**src/rtl/mbc_serial_pkg.sv**
```systemverilog
package mbc_serial_pkg;
  localparam int FRAME_W = 8;
  localparam int CLR_BIT = 7;
  localparam int OVL_BIT = 6;

  typedef struct packed {
    logic       ov_lock_en;
    logic [1:0] off_time;
    logic       fast_decay;
    logic [1:0] cur_limit;
  } ctrl_t;

  function automatic ctrl_t decode_ctrl(input logic [FRAME_W-1:0] w);
    ctrl_t c;
    c.ov_lock_en = w[OVL_BIT];
    c.off_time   = w[4:3];
    c.fast_decay = w[2];
    c.cur_limit  = w[1:0];
    return c;
  endfunction
endpackage

```
**src/rtl/mbc_pin_sync.sv**
```systemverilog
module mbc_pin_sync #(
  parameter int           W       = 3,
  parameter logic [W-1:0] RST_VAL = '0
) (
  input  logic         clk_i,
  input  logic         rst_ni,
  input  logic [W-1:0] pin_i,
  output logic [W-1:0] lvl_o,
  output logic [W-1:0] rise_o,
  output logic [W-1:0] fall_o
);
  for (genvar i = 0; i < W; i++) begin : g_bit
    logic s1_q, s2_q, s3_q;
    always_ff @(posedge clk_i or negedge rst_ni) begin
      if (!rst_ni) begin
        s1_q <= RST_VAL[i];
        s2_q <= RST_VAL[i];
        s3_q <= RST_VAL[i];
      end else begin
        s1_q <= pin_i[i];
        s2_q <= s1_q;
        s3_q <= s2_q;
      end
    end
    assign lvl_o[i]  = s2_q;
    assign rise_o[i] = s2_q & ~s3_q;
    assign fall_o[i] = ~s2_q & s3_q;
  end
endmodule

```
**src/rtl/mbc_frame_shift.sv**
```systemverilog
module mbc_frame_shift #(
  parameter int W = 8,
  localparam int CW = $clog2(W + 1)
) (
  input  logic         clk_i,
  input  logic         rst_ni,
  input  logic         csn_lvl_i,
  input  logic         csn_fall_i,
  input  logic         csn_rise_i,
  input  logic         sclk_rise_i,
  input  logic         sclk_fall_i,
  input  logic         sdi_i,
  input  logic [W-1:0] diag_i,
  input  logic         live_err_i,
  output logic         sdo_o,
  output logic         commit_o,
  output logic [W-1:0] word_o
);
  logic [W-1:0]  sh_q;
  logic [CW-1:0] cnt_q;
  logic          clocked_q, out_q;

  always_ff @(posedge clk_i or negedge rst_ni) begin
    if (!rst_ni) begin
      sh_q      <= '0;
      cnt_q     <= '0;
      clocked_q <= 1'b0;
      out_q     <= 1'b0;
      commit_o  <= 1'b0;
    end else begin
      commit_o <= 1'b0;
      if (csn_fall_i) begin
        sh_q      <= diag_i;
        cnt_q     <= '0;
        clocked_q <= 1'b0;
      end else if (csn_rise_i) begin
        commit_o  <= (cnt_q == CW'(W));
        clocked_q <= 1'b0;
      end else if (!csn_lvl_i) begin
        if (sclk_rise_i) begin
          out_q     <= sh_q[0];
          clocked_q <= 1'b1;
        end
        if (sclk_fall_i && clocked_q) begin
          sh_q <= {sdi_i, sh_q[W-1:1]};
          if (cnt_q != CW'(W)) cnt_q <= cnt_q + 1'b1;
        end
      end
    end
  end

  // peek path: no clock seen yet, show live flag
  assign sdo_o  = clocked_q ? out_q : live_err_i;
  assign word_o = sh_q;


  cnt_range_chk: assert property (@(posedge clk_i) disable iff (!rst_ni)
    cnt_q <= CW'(W));

  commit_after_release_chk: assert property (@(posedge clk_i) disable iff (!rst_ni)
    commit_o |-> csn_lvl_i);
endmodule

```
**src/rtl/mbc_ctrl_reg.sv**
```systemverilog
module mbc_ctrl_reg
  import mbc_serial_pkg::*;
(
  input  logic               clk_i,
  input  logic               rst_ni,
  input  logic               commit_i,
  input  logic [FRAME_W-1:0] word_i,
  output ctrl_t              ctrl_o,
  output logic               clr_o
);
  always_ff @(posedge clk_i or negedge rst_ni) begin
    if (!rst_ni) begin
      ctrl_o <= '0;
      clr_o  <= 1'b0;
    end else begin
      clr_o <= 1'b0;
      if (commit_i) begin
        ctrl_o <= decode_ctrl(word_i);
        clr_o  <= word_i[CLR_BIT];
      end
    end
  end


  ctrl_hold_chk: assert property (@(posedge clk_i) disable iff (!rst_ni)
    !commit_i |=> $stable(ctrl_o));

  clr_single_chk: assert property (@(posedge clk_i) disable iff (!rst_ni)
    clr_o |=> !clr_o);

  clr_source_chk: assert property (@(posedge clk_i) disable iff (!rst_ni)
    clr_o |-> $past(commit_i));
endmodule

```
**src/rtl/mbc_serial_ctrl.sv**
```systemverilog
module mbc_serial_ctrl
  import mbc_serial_pkg::*;
(
  input  logic       clk_i,
  input  logic       rst_ni,
  input  logic       sclk_i,
  input  logic       csn_i,
  input  logic       sdi_i,
  output logic       sdo_o,
  output logic       sdo_en_o,
  input  logic       supply_fail_i,
  input  logic       short_supply_i,
  input  logic       short_gnd_i,
  input  logic       open_load_i,
  input  logic [1:0] temp_level_i,
  output logic       ov_lock_en_o,
  output logic [1:0] off_time_sel_o,
  output logic       fast_decay_o,
  output logic [1:0] cur_limit_sel_o,
  output logic       status_clr_o
);
  localparam int PINS = 3;  // [0] sclk, [1] csn, [2] sdi

  logic [PINS-1:0] lvl, rise, fall;
  logic            err_flag, commit;
  logic [FRAME_W-1:0] diag_word, word;
  ctrl_t           ctrl;

  mbc_pin_sync #(.W(PINS), .RST_VAL(3'b010)) u_sync (
    .clk_i, .rst_ni,
    .pin_i ({sdi_i, csn_i, sclk_i}),
    .lvl_o (lvl),
    .rise_o(rise),
    .fall_o(fall)
  );

  assign err_flag  = supply_fail_i | short_supply_i | short_gnd_i | open_load_i | (|temp_level_i);
  assign diag_word = {supply_fail_i, 1'b1, short_supply_i, short_gnd_i, open_load_i,
                      temp_level_i, err_flag};

  mbc_frame_shift #(.W(FRAME_W)) u_shift (
    .clk_i, .rst_ni,
    .csn_lvl_i  (lvl[1]),
    .csn_fall_i (fall[1]),
    .csn_rise_i (rise[1]),
    .sclk_rise_i(rise[0]),
    .sclk_fall_i(fall[0]),
    .sdi_i      (lvl[2]),
    .diag_i     (diag_word),
    .live_err_i (err_flag),
    .sdo_o      (sdo_o),
    .commit_o   (commit),
    .word_o     (word)
  );

  mbc_ctrl_reg u_ctrl (
    .clk_i, .rst_ni,
    .commit_i(commit),
    .word_i  (word),
    .ctrl_o  (ctrl),
    .clr_o   (status_clr_o)
  );

  assign sdo_en_o        = ~csn_i;
  assign ov_lock_en_o    = ctrl.ov_lock_en;
  assign off_time_sel_o  = ctrl.off_time;
  assign fast_decay_o    = ctrl.fast_decay;
  assign cur_limit_sel_o = ctrl.cur_limit;


  idle_sclk_chk: assert property (@(posedge clk_i) disable iff (!rst_ni)
    (lvl[1] && !rise[1]) |=> !commit);
endmodule

```
**config.mk**
```make
export PLATFORM = sky130hd
export DESIGN_NAME = mbc_serial_ctrl
export DESIGN_NICKNAME = d
export VERILOG_FILES = /design/src/rtl/mbc_serial_pkg.sv /design/src/rtl/mbc_pin_sync.sv /design/src/rtl/mbc_frame_shift.sv /design/src/rtl/mbc_ctrl_reg.sv /design/src/rtl/mbc_serial_ctrl.sv
export SDC_FILE = /design/constraint.sdc
export NUM_CORES = 1
export LEC_CHECK = 0
export ABC_AREA = 1
export BUFFER_PORTS_ARGS = -buffer_cell sky130_fd_sc_hd__buf_2
export CAP_MARGIN = 0
export CORE_ASPECT_RATIO = 0.6
export CORE_MARGIN = 10
export CORE_UTILIZATION = 35
export DETAILED_ROUTE_END_ITERATION = 12
export GPL_ROUTABILITY_DRIVEN = 1
export PLACE_DENSITY = 0.51
export SETUP_SLACK_MARGIN = 0.05
export SLEW_MARGIN = 10
export SYNTH_ARGS = -nofsm -noshare
export SYNTH_HDL_FRONTEND = slang
export SYNTH_SLANG_ARGS = --single-unit
```
**constraint.sdc**
```tcl
create_clock -name clk_i -period 2.13 [get_ports clk_i]
set_input_delay 0.1065 -clock clk_i [delete_from_list [all_inputs] [get_ports clk_i]]
set_output_delay 0.1065 -clock clk_i [all_outputs]
set_load 0.1 [all_outputs]
```
Word-level counts from Yosys, hierarchy flattened
Cells that the tools add are included.

storage, ports and cells
  output and inout bits = 9
  logic and storage cells = 65
  flip-flop bits (word level) = 30
  input bits = 11

operators by class
  reduce and logical (&&, ||, !) cells = 9
  equality and inequality tests = 5
  muxes and demuxes = 17
  bitwise logic cells = 15
  add/subtract/negate cells = 1

operators with widths
  kind                                            count
  two-way mux 8 bit                               4
  two-way mux 4 bit                               5
  two-way mux 1 bit                               8
  AND reduction 4 bit                             2
  inverter 1 bit                                  7
  adder 4 x 1 -> 4 bit (second input constant)    1
  AND 1 bit                                       4
  == test 4 bit (second input constant)           1
  != test 2 x 1 -> 1 bit (second input constant)  2
  != test 4 bit (second input constant)           1
  bitwise OR 1 bit                                4
  nonzero test 2 bit                              2
  != test 3 x 1 -> 1 bit (second input constant)  1
  AND reduction 3 bit                             1
  nonzero test 3 bit                              1
  AND reduction 2 bit                             1
  OR reduction 2 bit                              1
  logical AND 1 bit                               1

Longest topological paths before layout
Gate-level depths: netlist of the first run.

  word-level depth = 7
  mapped depth = 9
  gate-level depth less buffers = 8

Cells and area by module
Synthesis of the first run repeated with hierarchy kept, for this count alone.

second synthesis, totals
  cells, all modules = 160
  area total of the unflattened synthesis = 1382.6 um^2

by module, submodules not included
  module           area an instance (um^2)  instances  cells each
  mbc_frame_shift  803.3                    1          101
  mbc_pin_sync     296.5                    1          24
  mbc_ctrl_reg     259.0                    1          29
  mbc_serial_ctrl  23.8                     1          6

Worst setup path before layout of the first run
OpenSTA, ideal clock, no wires.

  path type = reg2out
  start point = reg u_shift.clocked_q
  end point = out sdo_o
  path slack = -485 ps
  stages on the path, launching flop included = 2
  data required time = 2024 ps
  arrival time = 2509 ps
  path through = dfrtp_1 o21ai_0

between the ends
  cells in the longest elaborated chain, start to end = 1

RTL lines
  item                    line                   RTL
  start, declared         mbc_frame_shift.sv:21  logic clocked_q, out_q;
  start signal, assigned  mbc_frame_shift.sv:27  clocked_q <= 1'b0;
  start signal, assigned  mbc_frame_shift.sv:35  clocked_q <= 1'b0;
  start signal, assigned  mbc_frame_shift.sv:38  clocked_q <= 1'b0;
  two-way mux 1 bit       mbc_frame_shift.sv:53  assign sdo_o = clocked_q ? out_q : live_err_i;
  end, declared           mbc_serial_ctrl.sv:9   output logic sdo_o,

Every way passes these cells.

Worst setup path after layout of the first run
  start point = reg u_sync.g_bit[1].s2_q
  end point = reg u_shift.cnt_q[1]

between the ends
  cells in the longest elaborated chain, start to end = 4
  elaborated cells on any way between the ends = 9
  those cells by class = 2 x eq/ne; 1 x mux; 3 x bitwise; 3 x reduce/logical

RTL lines
  item                                                                           line                   RTL
  start, declared                                                                mbc_pin_sync.sv:13     logic s1_q, s2_q, s3_q;
  start signal, assigned                                                         mbc_pin_sync.sv:17     s2_q <= RST_VAL[i];
  start signal, assigned                                                         mbc_pin_sync.sv:21     s2_q <= s1_q;
  inverter 1 bit                                                                 mbc_pin_sync.sv:27     assign fall_o[i] = ~s2_q & s3_q;
  AND 1 bit                                                                      mbc_pin_sync.sv:27
  != test 2 x 1 -> 1 bit (no source line) or nonzero test 2 bit (tied branches)  --
  AND reduction 4 bit (no source line)                                           --
  end signal, assigned                                                           mbc_frame_shift.sv:46  if (cnt_q != CW'(W)) cnt_q <= cnt_q + 1'b1;
  end, declared                                                                  mbc_frame_shift.sv:20  logic [CW-1:0] cnt_q;

Several ways; a longest one is shown, not always the timed one.
A chain may end at the register's enable or synchronous reset.

==> results of run 1 <==
## per-stage QoR
stage | area, sq um | utilization | setup slack, ns | cells
floorplan | 1380 | - | 0.272 | 139
global placement | 1510 | 0.405 | 0.383 | 202
detailed placement | 1510 | 0.405 | 0.302 | 202
CTS | 1640 | 0.440 | 0.294 | 214
global route | 1640 | 0.440 | 0.129 | 214
finish | 1640 | 0.440 | 0.305 | 214
## state kept, by name, summed over array words and instances, names as in the netlist, 2 cells and up
register,cells
u_shift.word_o,8
u_ctrl.ctrl_o,6
u_shift.cnt_q,4
u_sync.g_bit.s1_q,3
u_sync.g_bit.s2_q,3
u_sync.g_bit.s3_q,2
## final cells by class
type                    instances  area [sq um]  share of cell area
well taps                      47          58.8              0.0359
inverters                      15          56.3              0.0344
clock inverters                 1          5.00             0.00306
repair buffers                 23           135              0.0825
flip-flops and latches         30           754               0.461
clock buffers                   7          86.3              0.0527
multi-input cells              91           542               0.331
## how the worst max path moves through the flow
stage / start / depth (start not counted) / endpoint / slack, ns
global route: u_sync.g_bit[1].s2_q / 8 / u_shift.cnt_q[0] / 0.13
floorplan: u_shift.clocked_q / 1 / sdo_o / 0.27
finish: u_sync.g_bit[1].s2_q / 8 / u_shift.cnt_q[1] / 0.30
global placement: u_sync.g_bit[1].s2_q / 8 / u_shift.cnt_q[1] / 0.38
detailed placement: u_sync.g_bit[1].s2_q / 8 / u_shift.cnt_q[1] / 0.30
CTS: u_sync.g_bit[1].s2_q / 8 / u_shift.cnt_q[1] / 0.29
## power groups by stage
stage               logic (mW)  registers, mW  clock network [mW]
finish                   0.448          0.775               0.458
global route             0.505          0.791               0.510
CTS                      0.455          0.773               0.477
detailed placement       0.450          0.779                   0
global placement         0.446          0.777                   0
floorplan                0.270          0.855                   0
## metal layers
metal | vias up | wire length (microns) | GRT usage
li1 | 496 | - | -
met1 | 454 | 1400 | 0.118
met2 | 15 | 1090 | 0.118
met4 | 0 | 42 | 0.0415
met5 | - | 0 | 0
met3 | 5 | 180 | 0.0427
## synth_stat cells
library cell and count:
a21oi_1 2, a21oi_4 1, and3_1 1, buf_2 1
buf_6 2, dfrtp_1 27, dfstp_2 3, ha_1 6
inv_1 14, inv_2 1, mux2_2 5, nand2_1 25
nand2_2 3, nand2_4 1, nand3_1 4, nand4_1 1
nor2_1 14, nor2_2 1, nor3_1 1, o21ai_0 12
o21ai_1 1, o21ai_2 7, or2_2 6
## worst register-to-register path, stage by stage, from the launching register on
cell and delay (ns):
dfstp_2 0.60, inv_1 0.09, ha_1 0.30, inv_1 0.22, nand2_2 0.11, nand2_4 0.21
nor2_2 0.08, nand2_1 0.06, nand2_1 0.04
## timing repair
item	4_1_cts	5_1_grt
hold endpoints to repair	30	0
setup buffers	0	0
hold buffers	4	0
## kinds of logic after synthesis
family	Yosys count	synth area share
flops	30	0.547
fa+ha+maj	6	0.0544
simple gates	57	0.187
buf+inv	18	0.0607
mux	5	0.0408
compound gates	23	0.111
## cells in the final DEF, fill, tap and decap left out
cell and n:
a21oi_1 2, nand3_1 4, o21ai_2 7, or2_2 6, o21ai_1 2, dlygate4sd3_1 4, nand2_1 25, and3_1 1
clkinv_2 1, dfrtp_1 27, nor3_1 1, clkbuf_1 1, nand2_2 3, nor2_2 1, ha_1 6, nor2_1 14
clkbuf_8 6, inv_2 1, dfstp_2 3, nand2_4 1, mux2_2 5, inv_1 14, o21ai_0 11, nand4_1 1
a21oi_4 1, buf_2 19
==> flow_metrics.env, run 1 <==
export IMPL_yosys_warnings=0
export IMPL_grt_max_degree=31
export IMPL_clk_pin_slew_worst_paths_ns=0.06
export IMPL_critPathTopFamily="flip-flops"
export IMPL_ctsResizeCount=0
export IMPL_p_sw_uw=596
export IMPL_whs_path_depth=5
export IMPL_cp_buffers_inverters=2
export IMPL_drtPass1Iterations=4
export IMPL_end_kind="flop"
export IMPL_vias_per_cell=4.53
export IMPL_r2r_cells=8
export IMPL_fillCellCount=362
export IMPL_wire_per_inst_microns=12.7
export IMPL_yosysTopAreaCell="dfrtp_1"
export IMPL_r2r_end="u_shift.cnt_q[1]"
export IMPL_power_share_combinational=0.267
export IMPL_die_x_microns=101
export IMPL_postRouteAntennaNets=0
export IMPL_cp_arrival_ns=1.99
export IMPL_synthesis_nets=156
export IMPL_cts_sinks=30
export IMPL_worst_r2r_setup_slack_ns=0.30
export IMPL_grtUsageTotal=0.0889
export IMPL_drv_cap=0
export IMPL_clockBufferDepth=2
export IMPL_fp_coreArea_sq_um=3720
export IMPL_rows=17
export IMPL_ys_ff_latch=30
export IMPL_drt_iter0_drc=51
export IMPL_fmax_mhz=548
export IMPL_fin_setup_tns_ns=0
export IMPL_antenna_found_initial=0
export IMPL_fin_total_pwr_mw=1.68
export IMPL_synth_area_top_cells="dfrtp_1 49%, nand2_1 6.8%, dfstp_2 5.7%"
export IMPL_hp_class="in -> reg"
export IMPL_dp_hpwl_mm=2.05
export IMPL_syn_to_final_growth_pct=18.7
export IMPL_min_period_over_period=0.857
export IMPL_io_pins=20
export IMPL_min_delay_start="supply_fail_i"
export IMPL_cts_buffers_inserted=5
export IMPL_vias=970
export IMPL_initial_core_util=0.371
export IMPL_finClkSkew_ns=0.00452
export IMPL_cts_root_buf="clkbuf_8"
export IMPL_min_to="u_shift.word_o[0]"
export IMPL_slew_viol_final=0
export IMPL_intPower_mw=1.08
export IMPL_rsz0062_at_grt="no"
export IMPL_netSwitchingFraction=0.355
export IMPL_status="finished, final reports clean"
export IMPL_p_leak_nw=0.856
export IMPL_syn_area_per_cell_sq_um=9.93
export IMPL_drt_total_wl_mm=2.71
export IMPL_rr_startpoint="u_sync.g_bit[1].s2_q"
export IMPL_gp_congestion=0.784
export IMPL_path_max_fanout=18
export IMPL_cts_tree="yes"
export IMPL_power_density_nw_per_um2=1030
export IMPL_nets=183
export IMPL_seq_power_share=0.461
export IMPL_synth_cells=139
export IMPL_ir_drop_mv=0.533
export IMPL_overflow=0
export IMPL_yosysTopAreaCellShare=0.490
export IMPL_finalSetupViolCount=0
export IMPL_synthDistinctLibCells=23
export IMPL_cp_start_kind="flop"
export IMPL_syn_cell_area_sq_um=1380
export IMPL_grt_pass1_vias=1009
export IMPL_fin_crit_ns=1.83
export IMPL_worst_pin_slew_ns=0.666
export IMPL_slowest_delay_ns=0.60
export IMPL_die_area_sq_um=6940
export IMPL_h_tree_depth=2
export IMPL_max_slew_margin=0.556
export IMPL_crit_required_ns=2.30
export IMPL_die_y_microns=68.6
export IMPL_p_clk_frac=0.272
export IMPL_clock_latency_ns=0.28
export IMPL_crit_chain="inv_1 -> ha_1 -> inv_1 -> nand2_2 -> nand2_4 -> nor2_2 -> nand2_1 -> nand2_1"
export IMPL_drc_errors=0
export IMPL_setup_worst_path_class="reg -> reg"
export IMPL_layout_drive_gt1_share=0.323
export IMPL_diodes=0
export IMPL_ys_seq_area_frac=0.547
export IMPL_finalHoldViolCount=0
export IMPL_port_buffers=19
export IMPL_hold_ws_ns=0.155
export IMPL_critPathSlowestCell="dfstp_2"
export IMPL_grt_pass1_wl_mm=4.68
No activity file was read; power rests on OpenSTA's default activity.
==> run 2: changes to the inputs <==
Settings changed: CTS_BUF_LIST set to sky130_fd_sc_hd__clkbuf_4.
==> run 2 against run 1 <==
  * Core utilization fell by 1.0 points
  * Total power fell by 8.6%
  * Wire length shrank 1.7%
  * Final area shrank 2.3%
  * Non-clock buffer count is the same
  * Critical path depth is the same
  * Clock-buffer cell count down 1
  * Clock power shrank 31%
==> flow_metrics.env, run 2 (synthesis results as in run 1) <==
export IMPL_placedCellCount=202
export IMPL_layout_drive_gt1_share=0.323
export IMPL_critPathSlowestCell="dfstp_2"
export IMPL_io_pins=20
export IMPL_die_x_microns=101
export IMPL_port_buffers=19
export IMPL_cts_tree="yes"
export IMPL_postRouteAntennaNets=0
export IMPL_setup_worst_path_class="reg -> reg"
export IMPL_cp_start_kind="flop"
export IMPL_overflow=0
export IMPL_h_tree_depth=2
export IMPL_min_period_over_period=0.855
export IMPL_setup_slack_ns=0.309
export IMPL_p_leak_nw=0.841
export IMPL_max_slew_margin=0.557
export IMPL_path_max_fanout=18
export IMPL_rsz0062_at_grt="no"
export IMPL_fmax_mhz=549
export IMPL_clock_latency_ns=0.31
export IMPL_clk_pin_slew_worst_paths_ns=0.09
export IMPL_syn_to_final_growth_pct=16.0
export IMPL_final_cells=214
export IMPL_fillCellCount=358
export IMPL_grt_max_degree=31
export IMPL_die_area_sq_um=6940
export IMPL_fin_crit_ns=1.82
export IMPL_cts_root_buf="clkbuf_4"
export IMPL_stdcell_area_sq_um=1600
export IMPL_drtPass1Iterations=4
export IMPL_slew_viol_final=0
export IMPL_vias=967
export IMPL_largest_register_ffs=8
export IMPL_initial_core_util=0.371
export IMPL_vias_per_cell=4.52
export IMPL_grt_pass1_wl_mm=4.64
export IMPL_fp_coreArea_sq_um=3720
export IMPL_critPathTopFamily="flip-flops"
export IMPL_postLayoutCoreUtil=0.430
export IMPL_hold_ws_ns=0.119
export IMPL_drt_iter0_drc=52
export IMPL_end_kind="flop"
export IMPL_crit_chain="inv_1 -> ha_1 -> inv_1 -> nand2_2 -> nand2_4 -> nor2_2 -> nand2_1 -> nand2_1"
export IMPL_pre_cts_slack_ns=0.302
export IMPL_fin_setup_tns_ns=0
export IMPL_nets=183
export IMPL_wire_per_inst_microns=12.4
export IMPL_crit_required_ns=2.34
export IMPL_grtUsageTotal=0.0857
export IMPL_status="finished, final reports clean"
export IMPL_die_y_microns=68.6
export IMPL_antenna_found_initial=0
export IMPL_finalHoldViolCount=0
export IMPL_cts_sinks=30
export IMPL_finClkSkew_ns=0.00522
export IMPL_ir_drop_mv=0.530
export IMPL_cp_arrival_ns=2.03
export IMPL_fin_total_pwr_mw=1.54
export IMPL_finalSetupViolCount=0
export IMPL_worst_pin_slew_ns=0.665
export IMPL_gp_congestion=0.784
export IMPL_hp_class="in -> reg"
export IMPL_grt_pass1_vias=1003
export IMPL_diodes=0
export IMPL_slowest_delay_ns=0.61
export IMPL_placed_cell_area_sq_um=1510
export IMPL_dp_hpwl_mm=2.05
export IMPL_drt_total_wl_mm=2.66
export IMPL_cts_buffers_inserted=5
export IMPL_drc_errors=0
export IMPL_cp_buffers_inverters=2
export IMPL_drv_cap=0
export IMPL_clockBufferDepth=2
export IMPL_final_common_cell="dfrtp_1"
export IMPL_rows=17
export IMPL_power_density_nw_per_um2=960
export IMPL_final_cell_mix="27 x dfrtp_1, 25 x nand2_1, 19 x buf_2"
==> run 2: power breakdown <==
part | internal (mW) | total, mW | switching (mW)
Combinational | 0.145 | 0.447 | 0.302
Sequential | 0.678 | 0.773 | 0.0951
Clock | 0.137 | 0.316 | 0.179
==> run 2: what timing repair did <==
action                                 CTS  global route
hold buffers                             4             0
resized for setup                        0             0
buffers inserted                         0             0
endpoints found under the hold margin   30             0
==> run 2: layer usage <==
metal / share of wire / track usage / vias up / wire length, microns
met5: 0 / 0 / - / 0
met4: 0.0053 / 0.0208 / 0 / 14
met3: 0.065 / 0.0397 / 2 / 172
met2: 0.41 / 0.118 / 15 / 1090
met1: 0.52 / 0.119 / 450 / 1390
li1: - / - / 500 / -
==> run 2: cell type report <==
cell class	count	area, sq um	area share
tap	47	58.8	0.0367
timing repair buffer	23	135	0.0844
clock inverter	2	8.76	0.00547
inverter	15	56.3	0.0352
clock buffer	6	45.0	0.0281
multi-input combinational	91	542	0.339
sequential	30	754	0.471
==> run 2: worst register-to-register path, delay by kind of cell, from the launching register on <==
kind          cells  cell delay, ns
flops             1            0.61
simple gates      5            0.50
buf+inv           2            0.30
fa+ha+maj         1            0.30
==> run 2: path summary, 6_finish.rpt <==
check,to,depth (start not counted),start,slack [ns]
max in group asynchronous,u_shift.word_o[7],2,rst_ni,1.35
hold reg to reg,u_sync.g_bit[2].s2_q,0,u_sync.g_bit[2].s1_q,0.35
setup reg to reg,u_shift.cnt_q[1],8,u_sync.g_bit[1].s2_q,0.31
min in group asynchronous,u_sync.g_bit[0].s1_q,2,rst_ni,0.35
setup / recovery,u_shift.cnt_q[1],8,u_sync.g_bit[1].s2_q,0.31
hold / removal,u_shift.word_o[0],5,supply_fail_i,0.12
